### config.mk
export PLATFORM = sky130hd
export DESIGN_NAME = exc_entry_seq
export DESIGN_NICKNAME = d
export VERILOG_FILES = /design/src/rtl/exc_entry_pkg.sv /design/src/rtl/evt_hold.sv /design/src/rtl/irq_sense.sv /design/src/rtl/hw_cause_pick.sv /design/src/rtl/exc_prio_arb.sv /design/src/rtl/exc_entry_seq.sv
export SDC_FILE = /design/constraint.sdc
export NUM_CORES = 1
export LEC_CHECK = 0
export BUFFER_PORTS_ARGS = -buffer_cell sky130_fd_sc_hd__buf_2
export CAP_MARGIN = 20
export CORE_UTILIZATION = 43
export CTS_CLUSTER_DIAMETER = 150
export DETAILED_ROUTE_END_ITERATION = 6
export PLACE_DENSITY = 0.77
export SETUP_SLACK_MARGIN = 0.15
export SLEW_MARGIN = 20
export SYNTH_ARGS = -nofsm -noshare
export SYNTH_HDL_FRONTEND = slang
export SYNTH_HIERARCHICAL = 1
export SYNTH_SLANG_ARGS = --single-unit
### constraint.sdc
create_clock -name clk -period 2 [get_ports clk]
set_input_delay 0.4 -clock clk [delete_from_list [all_inputs] [get_ports clk]]
set_output_delay 0.4 -clock clk [all_outputs]
set_load 0.01 [all_outputs]
### src/rtl/exc_entry_pkg.sv
package exc_entry_pkg;
  localparam int NKIND = 6;

  typedef enum logic [2:0] {
    K_RST = 3'd0,
    K_NMB = 3'd1,
    K_BRK = 3'd2,
    K_HWX = 3'd3,
    K_IRQ = 3'd4,
    K_USR = 3'd5
  } kind_e;

  function automatic logic [7:0] vec_of(kind_e k);
    case (k)
      K_RST:        vec_of = 8'h00;
      K_USR:        vec_of = 8'h08;
      K_IRQ:        vec_of = 8'h10;
      K_NMB, K_BRK: vec_of = 8'h18;
      K_HWX:        vec_of = 8'h20;
      default:      vec_of = 8'h00;
    endcase
  endfunction

  function automatic logic [4:0] rf_of(kind_e k);
    case (k)
      K_USR:        rf_of = 5'd15;
      K_IRQ:        rf_of = 5'd14;
      K_NMB, K_BRK: rf_of = 5'd16;
      K_HWX:        rf_of = 5'd17;
      default:      rf_of = 5'd0;
    endcase
  endfunction
endpackage

### src/rtl/evt_hold.sv
module evt_hold #(
  parameter int W       = 1,
  parameter bit RST_ONE = 1'b0
) (
  input  logic         clk,
  input  logic         rst_n,
  input  logic [W-1:0] set,
  input  logic [W-1:0] clr,
  output logic [W-1:0] q
);
  always_ff @(posedge clk or negedge rst_n) begin
    if (!rst_n) q <= {W{RST_ONE}};
    else        q <= (q & ~clr) | set;
  end
endmodule

### src/rtl/irq_sense.sv
module irq_sense #(
  parameter bit EDGE = 1'b0,
  parameter bit POS  = 1'b1
) (
  input  logic clk,
  input  logic rst_n,
  input  logic line,
  input  logic clr,
  output logic req
);
  generate
    if (EDGE) begin : g_edge
      logic prev, hold, hit;
      assign hit = POS ? (line & ~prev) : (~line & prev);
      always_ff @(posedge clk or negedge rst_n) begin
        if (!rst_n) begin
          prev <= POS;
          hold <= 1'b0;
        end else begin
          prev <= line;
          hold <= (hold & ~clr) | hit;
        end
      end
      assign req = hold;
    end else begin : g_level
      logic unused_lvl;
      assign unused_lvl = clk ^ rst_n ^ clr;
      assign req = line;
    end
  endgenerate
endmodule

### src/rtl/hw_cause_pick.sv
module hw_cause_pick #(
  parameter int N  = 5,
  parameter int CW = $clog2(N + 1)
) (
  input  logic [N-1:0]  pend,
  output logic [N-1:0]  sel,
  output logic [CW-1:0] id,
  output logic          any
);
  always_comb begin
    sel = '0;
    id  = '0;
    for (int i = N - 1; i >= 0; i--) begin
      if (pend[i]) begin
        sel = '0;
        sel[i] = 1'b1;
        id = CW'(i + 1);
      end
    end
  end
  assign any = |pend;
endmodule

### src/rtl/exc_prio_arb.sv
module exc_prio_arb #(
  parameter int N  = 6,
  parameter int IW = $clog2(N)
) (
  input  logic [N-1:0]  req,
  output logic [N-1:0]  grant,
  output logic [IW-1:0] idx,
  output logic          any
);
  always_comb begin
    grant = '0;
    idx   = '0;
    for (int i = N - 1; i >= 0; i--) begin
      if (req[i]) begin
        grant = '0;
        grant[i] = 1'b1;
        idx = IW'(i);
      end
    end
  end
  assign any = |req;
endmodule

### src/rtl/exc_entry_seq.sv
module exc_entry_seq
  import exc_entry_pkg::*;
#(
  parameter int AW       = 32,
  parameter int NCAUSE   = 5,
  parameter bit IRQ_EDGE = 1'b0,
  parameter bit EDGE_POS = 1'b1,
  localparam int CW      = $clog2(NCAUSE + 1)
) (
  input  logic              clk,
  input  logic              rst_n,
  input  logic              rst_req,
  input  logic              nmbrk_req,
  input  logic              brk_req,
  input  logic              usr_req,
  input  logic [NCAUSE-1:0] hw_cause,
  input  logic              irq_line,
  input  logic [AW-1:0]     dec_pc,
  input  logic              msr_we,
  input  logic [2:0]        msr_wdata,
  input  logic              ent_ready,
  output logic              ent_valid,
  output logic [AW-1:0]     ent_vec,
  output logic [4:0]        ent_rf_idx,
  output logic [AW-1:0]     ent_ret_pc,
  output logic [CW-1:0]     ent_cause,
  output logic              ent_squash,
  output logic              st_ie,
  output logic              st_bip,
  output logic              st_ee
);
  localparam int NSRC = 4;
  localparam int KW   = $clog2(NKIND);

  logic [NSRC-1:0]   s_set, s_clr, s_pend;
  logic [NCAUSE-1:0] hw_pend, hw_sel, hw_clr;
  logic [CW-1:0]     hw_id;
  logic              hw_any;
  logic              irq_req, irq_clr;
  logic [NKIND-1:0]  req, grant;
  logic [KW-1:0]     kidx;
  logic              req_any, slot_free, take, take_rst;
  kind_e             kind;
  logic [2:0]        st_n;

  // single-bit pending sources: 0 reset, 1 non-maskable break, 2 break, 3 user
  assign s_set = {usr_req, brk_req, nmbrk_req, rst_req};

  genvar g;
  generate
    for (g = 0; g < NSRC; g++) begin : g_src
      evt_hold #(.W(1), .RST_ONE(g == 0)) u_hold (
        .clk(clk), .rst_n(rst_n), .set(s_set[g]), .clr(s_clr[g]), .q(s_pend[g])
      );
    end
  endgenerate

  evt_hold #(.W(NCAUSE), .RST_ONE(1'b0)) u_hw_hold (
    .clk(clk), .rst_n(rst_n), .set(hw_cause), .clr(hw_clr), .q(hw_pend)
  );

  hw_cause_pick #(.N(NCAUSE), .CW(CW)) u_pick (
    .pend(hw_pend), .sel(hw_sel), .id(hw_id), .any(hw_any)
  );

  irq_sense #(.EDGE(IRQ_EDGE), .POS(EDGE_POS)) u_irq (
    .clk(clk), .rst_n(rst_n), .line(irq_line), .clr(irq_clr), .req(irq_req)
  );

  // eligibility under the status flags
  always_comb begin
    req        = '0;
    req[K_RST] = s_pend[0];
    req[K_NMB] = s_pend[1];
    req[K_BRK] = s_pend[2] & ~st_bip;
    req[K_HWX] = hw_any & st_ee & ~st_bip;
    req[K_IRQ] = irq_req & st_ie & ~st_bip;
    req[K_USR] = s_pend[3];
  end

  exc_prio_arb #(.N(NKIND), .IW(KW)) u_arb (
    .req(req), .grant(grant), .idx(kidx), .any(req_any)
  );

  assign kind      = kind_e'(kidx);
  assign slot_free = ~ent_valid | ent_ready;
  assign take      = slot_free & req_any;
  assign take_rst  = take & grant[K_RST];

  assign s_clr[0] = take_rst;
  assign s_clr[1] = take_rst | (take & grant[K_NMB]);
  assign s_clr[2] = take_rst | (take & grant[K_BRK]);
  assign s_clr[3] = take_rst | (take & grant[K_USR]);
  assign hw_clr   = take_rst ? '1 : ((take & grant[K_HWX]) ? hw_sel : '0);
  assign irq_clr  = take_rst | (take & grant[K_IRQ]);

  // status flags: software write first, taken event on top
  always_comb begin
    st_n = msr_we ? msr_wdata : {st_ee, st_bip, st_ie};
    if (take) begin
      case (kind)
        K_RST:        st_n    = 3'b000;
        K_NMB, K_BRK: st_n[1] = 1'b1;
        K_HWX:        st_n[2] = 1'b0;
        K_IRQ:        st_n[0] = 1'b0;
        default:      ;
      endcase
    end
  end

  always_ff @(posedge clk or negedge rst_n) begin
    if (!rst_n) {st_ee, st_bip, st_ie} <= 3'b000;
    else        {st_ee, st_bip, st_ie} <= st_n;
  end

  // entry record stream
  always_ff @(posedge clk or negedge rst_n) begin
    if (!rst_n) begin
      ent_valid  <= 1'b0;
      ent_vec    <= '0;
      ent_rf_idx <= '0;
      ent_ret_pc <= '0;
      ent_cause  <= '0;
      ent_squash <= 1'b0;
    end else if (take) begin
      ent_valid  <= 1'b1;
      ent_vec    <= AW'(vec_of(kind));
      ent_rf_idx <= rf_of(kind);
      ent_ret_pc <= (kind == K_RST) ? '0 : dec_pc;
      ent_cause  <= (kind == K_HWX) ? hw_id : '0;
      ent_squash <= (kind == K_RST) || (kind == K_HWX);
    end else if (ent_ready) begin
      ent_valid  <= 1'b0;
    end
  end
endmodule

==> metrics.md, run 1 <==
| Metric | Value |
|---|---|
| Run status | `finished, violations left` |
| Failing checks | `setup timing` |
| CTS Hold Bufs | `0` |
| Die area | `6930 sq um` |
| Hpwl dp | `4880 um` |
| Final WS setup | `-0.127 ns` |
| Avg Vias per Cell | `5.34` |
| Max VDD drop | `0.000470 V` |
| Placeable core area | `6350 sq um` |
| DP Area | `3460 sq um` |
| Crit. End Element | `flop` |
| Max-slew violation count | `0` |
| Final instance area | `4030 sq um` |
| RD Place Congestion | `0.814` |
| Final Cycle Share | `106%` |
| Crit path launch type | `flop` |
| Die Width | `83.3 um` |
| Non-Filler Instances | `516` |
| Final Hold Vio Count | `0` |
| # diodes | `0` |
| RSZ-0062 raised after global routing | `yes` |
| Worst skew pair latency | `0.31 ns` |
| CTS Buf Count | `5` |
| H-tree Lvls | `2` |
| LEAKAGE | `2.02 nW` |
| Routed WL | `7900 um` |
| Fin nets | `487` |
| R2R Path Start | `u_hw_hold/q[2]$_DFF_PN0_` |
| Hold crit path type | `in2async` |
| Total track usage | `22.3%` |
| Post-Synthesis Cell Area | `2840 sq um` |
| Placed cell count | `484` |
| Deepest clock path buffer count | `2` |
| Hold_ws | `0.0337 ns` |
| Clk pin slew, worst setup/hold paths | `0.11 ns` |
| Clock sink total | `55` |
| Area delta synth->final | `41.9%` |
| Syn Inst Count | `314` |
| Setup_tns | `-3.86 ns` |
| Fill count | `521` |
| DR vias | `2755` |
| Critical path fanouts, max | `7` |
| Max capacitance violation total | `0` |
| # rows | `29` |
| Syn_area_per_cell | `9.05 sq um` |
| Placement Setup Slack | `-0.0418 ns` |
| FF-to-FF setup slack | `-0.13 ns` |
| Max Fclk | `470 MHz` |
| Worst Skew | `0.0121 ns` |
| I/O pin cnt | `126` |
| Pwr dens | `695 nW/um^2` |
| CTS tree | `done` |
| Start point of the critical path | `u_hw_hold/q[2]$_DFF_PN0_` |
| Worst Path Arrival | `2.32 ns` |
| DRC Markers | `0` |
| Pre-antenna DRT Iters | `5` |
| Crit Path Class | `reg2reg` |
| Gr ovfl total | `0` |
| Total power | `2.80 mW` |
| Pin count of the biggest net entering global routing | `39` |
| Wirelength per Cell | `15.3 um` |
| Setup violators final | `41` |
| First-pass GRT wire length | `12600 um` |
| Chip Height | `83.3 um` |
| Drt first-iter violations | `127` |
| Fraction of layout cells with a size suffix above 1 | `46.2%` |
| Layout Utilization | `63.5%` |
| Initial antenna violation count | `0` |
| Synthesis Warnings | `6` |
| PortBufs | `96` |
| CTS Root Cell | `clkbuf_8` |
| Req. time, crit path | `2.19 ns` |
| Post-route ant nets | `0` |
| Vias in the first global route | `2607` |
| Tmin final | `2.13 ns` |
| Starting density of the core | `44.7%` |
[critical path, stage by stage (launching register included)]
cell and delay [ns]:
dfrtp_1 0.41, nor3_2 0.24, nand2_1 0.08, nand2_1 0.08
nor2_2 0.05, buf_6 0.14, nor2_4 0.11, a221oi_4 0.09
nor2_2 0.14, nor4b_4 0.29, buf_6 0.18, buf_8 0.14
a21oi_2 0.04
[power by group]
part	leakage [nW]	switching (mW)	internal [mW]
logic	1.27	0.411	0.355
registers	0.692	0.0701	1.22
clock network	0.0581	0.375	0.374
total	2.02	0.856	1.95
[layer usage]
layer | GRT usage (%) | up-vias | share of wire, %
met3 | 5.07 | 13 | 6.9
li1 | - | 1267 | -
met4 | 6.11 | 0 | 1.4
met5 | 0 | - | 0
met2 | 38.2 | 128 | 51
met1 | 28.5 | 1347 | 41
[cells in the final DEF, fill, tap and decap left out, types with 3 or more instances in the layout]
master / count
a21o_1: 10
o21ai_1: 4
nor2_2: 3
nor2_1: 19
a21oi_1: 13
buf_12: 3
buf_6: 8
o21ai_0: 35
nand2b_1: 3
nor2_4: 3
mux2i_1: 4
nand2_1: 5
conb_1: 29
clkbuf_16: 3
buf_2: 96
buf_4: 31
buf_8: 3
clkbuf_8: 5
nor2b_1: 3
dfrtp_1: 54
a21oi_2: 26
inv_1: 11
a22o_1: 3
nand3_1: 33
[layout make-up]
class | instances | area [sq um] | share of cell area [%]
clock buffers | 5 | 68.8 | 1.71
clock inverters | 3 | 43.8 | 1.09
inverters | 12 | 50.0 | 1.24
multi-input cells | 219 | 1380 | 34.3
flip-flops and latches | 55 | 1380 | 34.2
well taps | 77 | 96.3 | 2.39
repair buffers | 145 | 1010 | 25.1
[path summary, 6_finish.rpt]
path,end,cells past startpoint
setup reg to reg,ent_ret_pc[29]$_DFFE_PN0P_,12
setup / recovery,ent_ret_pc[29]$_DFFE_PN0P_,12
max in group asynchronous,ent_ret_pc[2]$_DFFE_PN0P_,2
hold / removal,ent_ret_pc[18]$_DFFE_PN0P_,1
min in group clk,g_src[1].u_hold/q$_DFF_PN0_,2
hold reg to reg,ent_vec[5]$_DFFE_PN0P_,1
[sequential cells by signal, summed over array words and instances (netlist names)]
register,flops
ent_valid,1
ent_rf_idx,3
st_ee,1
ent_vec,3
ent_squash,1
st_bip,1
ent_ret_pc,32
u_hw_hold/q,5
ent_cause,3
g_src.u_hold/q,4
st_ie,1
[timing repair]
| item | CTS | global route |
|---|---|---|
| gates resized for setup | 34 | 17 |
| pin swaps | 8 | 9 |
| setup endpoints to repair | 54 | 55 |
| setup buffers | 14 | 5 |
| cloned | 3 | 2 |
(Power assumes the default switching activity.)
==> inputs of run 2 (changes only) <==
==> constraint.sdc (replaced) <==
create_clock -name clk -period 2 [get_ports clk]
set_input_delay 0.4 -clock clk [delete_from_list [all_inputs] [get_ports clk]]
set_output_delay 0.4 -clock clk [all_outputs]
set_load 0.1 [all_outputs]
==> metrics.md, run 2 (same netlist as run 1, synthesis figures left out) <==
| Metric | Value |
|---|---|
| Run status | `finished, violations left` |
| Failing checks | `setup timing` |
| FF-to-FF End | `ent_ret_pc[24]$_DFFE_PN0P_` |
| Wirelength per Cell | `14.6 um (-4.9%)` |
| Final WS setup | `-0.0882 ns (+0.0393 ns)` |
| Hold_ws | `0.256 ns (+0.222 ns)` |
| Final Hold Vio Count | `0 (unchanged)` |
| Most frequent cells in the layout | `buf_2 (96), dfrtp_1 (50), o21ai_0 (36)` |
| Routed WL | `7280 um (-7.9%)` |
| RD Place Congestion | `0.839 (+3.1%)` |
| CTS Buf Count | `5 (unchanged)` |
| Chip Height | `83.3 um (unchanged)` |
| DR vias | `2614 (-5.1%)` |
| PortBufs | `96 (unchanged)` |
| Crit path launch type | `flop` |
| Sw Ratio | `48.8% (+18 points)` |
| Layout Utilization | `60.0% (-3.5 points)` |
| Max VDD drop | `0.000529 V (+12%)` |
| R2R Path Start | `u_hw_hold/q[1]$_DFF_PN0_` |
| Worst-margin pin slew | `0.656 ns` |
| FF-to-FF setup slack | `-0.09 ns (+0.04 ns)` |
| Max capacitance violation total | `0 (unchanged)` |
| RSZ-0062 raised after global routing | `yes` |
| CTS Root Cell | `clkbuf_8` |
| Worst Path Arrival | `2.33 ns (about the same)` |
| Pre-antenna DRT Iters | `4 (-1)` |
| Die Width | `83.3 um (unchanged)` |
| Crit Path Class | `reg2reg` |
| Deepest clock path buffer count | `2 (unchanged)` |
| Top flop regs | `ent_ret_pc (32), u_hw_hold/q (5), g_src.u_hold/q (4)` |
| I/O pin cnt | `126 (unchanged)` |
| Starting density of the core | `44.7% (unchanged)` |
| Max Fclk | `479 MHz (+1.9%)` |
| Avg Vias per Cell | `5.23 (-2.1%)` |
| Req. time, crit path | `2.24 ns (+0.05 ns)` |
| Fin nets | `471 (-3.3%)` |
| Internal power | `1.77 mW (-9.2%)` |
| Rel. slew slack | `56.1%` |
| # rows | `29 (unchanged)` |
| LEAKAGE | `1.90 nW (-6.2%)` |
| Crit. End Element | `flop` |
| Initial antenna violation count | `0 (unchanged)` |
| Final Cycle Share | `104% (-2.0 points)` |
| Total track usage | `20.1% (-2.3 points)` |
| Non-Filler Instances | `500 (-3.1%)` |
| Critical path fanouts, max | `8 (+1)` |
| Min-Delay Endpoint | `g_src[2].u_hold/q$_DFF_PN0_` |
| Most common cell after layout, fill and taps aside | `buf_2` |
| Net load switching power | `1.68 mW (+97%)` |
| Setup violators final | `37 (-9.8%)` |
| Combinational fraction of design power | `44.4% (+17 points)` |
| Fill count | `537 (+3.1%)` |
| Clk network pwr share | `18.1% (-8.6 points)` |
| Placeable core area | `6350 sq um (unchanged)` |
| Hpwl dp | `4850 um (-0.58%)` |
| Pwr dens | `907 nW/um^2 (+30%)` |
| Hold Path Depth | `2` |
| Gr ovfl total | `0 (unchanged)` |
| CTS tree | `done` |
| Pin count of the biggest net entering global routing | `39 (unchanged)` |
| Placement Setup Slack | `-0.0174 ns (+0.0244 ns)` |
| Max FFs per register | `32 (unchanged)` |
| H-tree Lvls | `2 (unchanged)` |
| Setup_tns | `-1.74 ns (+2.12 ns)` |
| # diodes | `0 (unchanged)` |
| Hold_sp | `brk_req` |
| Clock sink total | `55 (unchanged)` |
| Clk pin slew, worst setup/hold paths | `0.10 ns (about the same)` |
| Worst Skew | `0.00489 ns (-0.00721 ns)` |
| Tmin final | `2.09 ns (-0.0393 ns)` |
| Max-slew violation count | `0 (unchanged)` |
| Post-route ant nets | `0 (unchanged)` |
| Worst skew pair latency | `0.31 ns (about the same)` |
| Biggest register | `ent_ret_pc` |
| Drt first-iter violations | `191 (+50%)` |
| Placed cell count | `482 (-0.41%)` |
| DRC Markers | `0 (unchanged)` |
| Area delta synth->final | `34.1%` |
| First-pass GRT wire length | `11200 um (-11%)` |
| Vias in the first global route | `2313 (-11%)` |
| Flop pwr share | `37.5% (-8.4 points)` |
| R2R cell count | `11 (-1)` |
| Die area | `6930 sq um (unchanged)` |
| Fraction of layout cells with a size suffix above 1 | `44.0% (-2.3 points)` |
| Hold crit path type | `in2reg` |
run 2: cell count changes in the layout (fill, tap and decap cells not counted), sizes merged:
cell / before / now
dlygate4sd3: 0 / 1
bufinv: 1 / 0
clkbuf: 8 / 7
clkinv: 3 / 1
clkinvlp: 0 / 1
inv: 11 / 12
buf: 142 / 127
run 2: per-layer routing:
layer  vias up  track usage (%)  wire [um]
met4         0             6.11         87
met3         8             5.57        627
met1      1235             26.9       3200
li1       1236                -          -
met2       135             31.7       3370
met5         -                0          0
run 2: what timing repair did:
action | CTS | global route
buffers inserted | 1 | 7
endpoints found under the hold margin | 7 | 0
setup endpoints to repair | 51 | 55
gates cloned | 0 | 1
pin swaps | 1 | 6
hold buffers | 1 | 0
gates resized for setup | 8 | 44
run 2: final cells by class:
cell class	count	area, sq um	area share, %
Clock buffer	6	72.6	1.91
Clock inverter	2	12.5	0.329
Inverter	12	47.5	1.25
Multi-Input combinational cell	219	1370	36.0
Sequential cell	55	1390	36.5
Tap cell	77	96.3	2.53
Timing Repair Buffer	129	818	21.5
run 2: worst max-delay path, stage by stage, from the launching register on:
cell and delay (ns):
dfrtp_1 0.40, nor3_2 0.22, nand2_1 0.09, nand2_2 0.08
nor2_4 0.05, or4_4 0.45, nor2_4 0.11, buf_6 0.12
nor4b_4 0.04, buf_6 0.17, clkbuf_16 0.17, a21oi_1 0.12
run 2: stage by stage:
step / cell area [sq um] / power, mW
4_1_cts: 3550 / 3.36
2_1_floorplan: 2990 / 2.51
3_3_place_gp: 3430 / 2.73
5_1_grt: 3810 / 3.57
3_5_place_dp: 3430 / 2.75
6_report: 3810 / 3.45
run 2: how the worst max path moves through the flow:
stage | from | to | cells after the start
6_report | u_hw_hold/q[1]$_DFF_PN0_ | ent_ret_pc[24]$_DFFE_PN0P_ | 11
5_1_grt | u_hw_hold/q[1]$_DFF_PN0_ | ent_ret_pc[1]$_DFFE_PN0P_ | 11
4_1_cts | u_hw_hold/q[0]$_DFF_PN0_ | st_bip$_DFF_PN0_ | 10
3_5_place_dp | u_hw_hold/q[2]$_DFF_PN0_ | ent_ret_pc[18]$_DFFE_PN0P_ | 10
3_3_place_gp | u_hw_hold/q[2]$_DFF_PN0_ | ent_squash$_DFFE_PN0P_ | 9
2_1_floorplan | st_bip$_DFF_PN0_ | ent_rf_idx[0]$_DFFE_PN0P_ | 7
run 2: power by group through the flow:
stage,Combinational (mW),Clock [mW],Sequential [mW]
floorplan,0.540,0,1.97
global placement,1.42,0,1.31
detailed placement,1.43,0,1.31
CTS,1.44,0.628,1.29
global route,1.59,0.672,1.31
finish,1.53,0.624,1.29
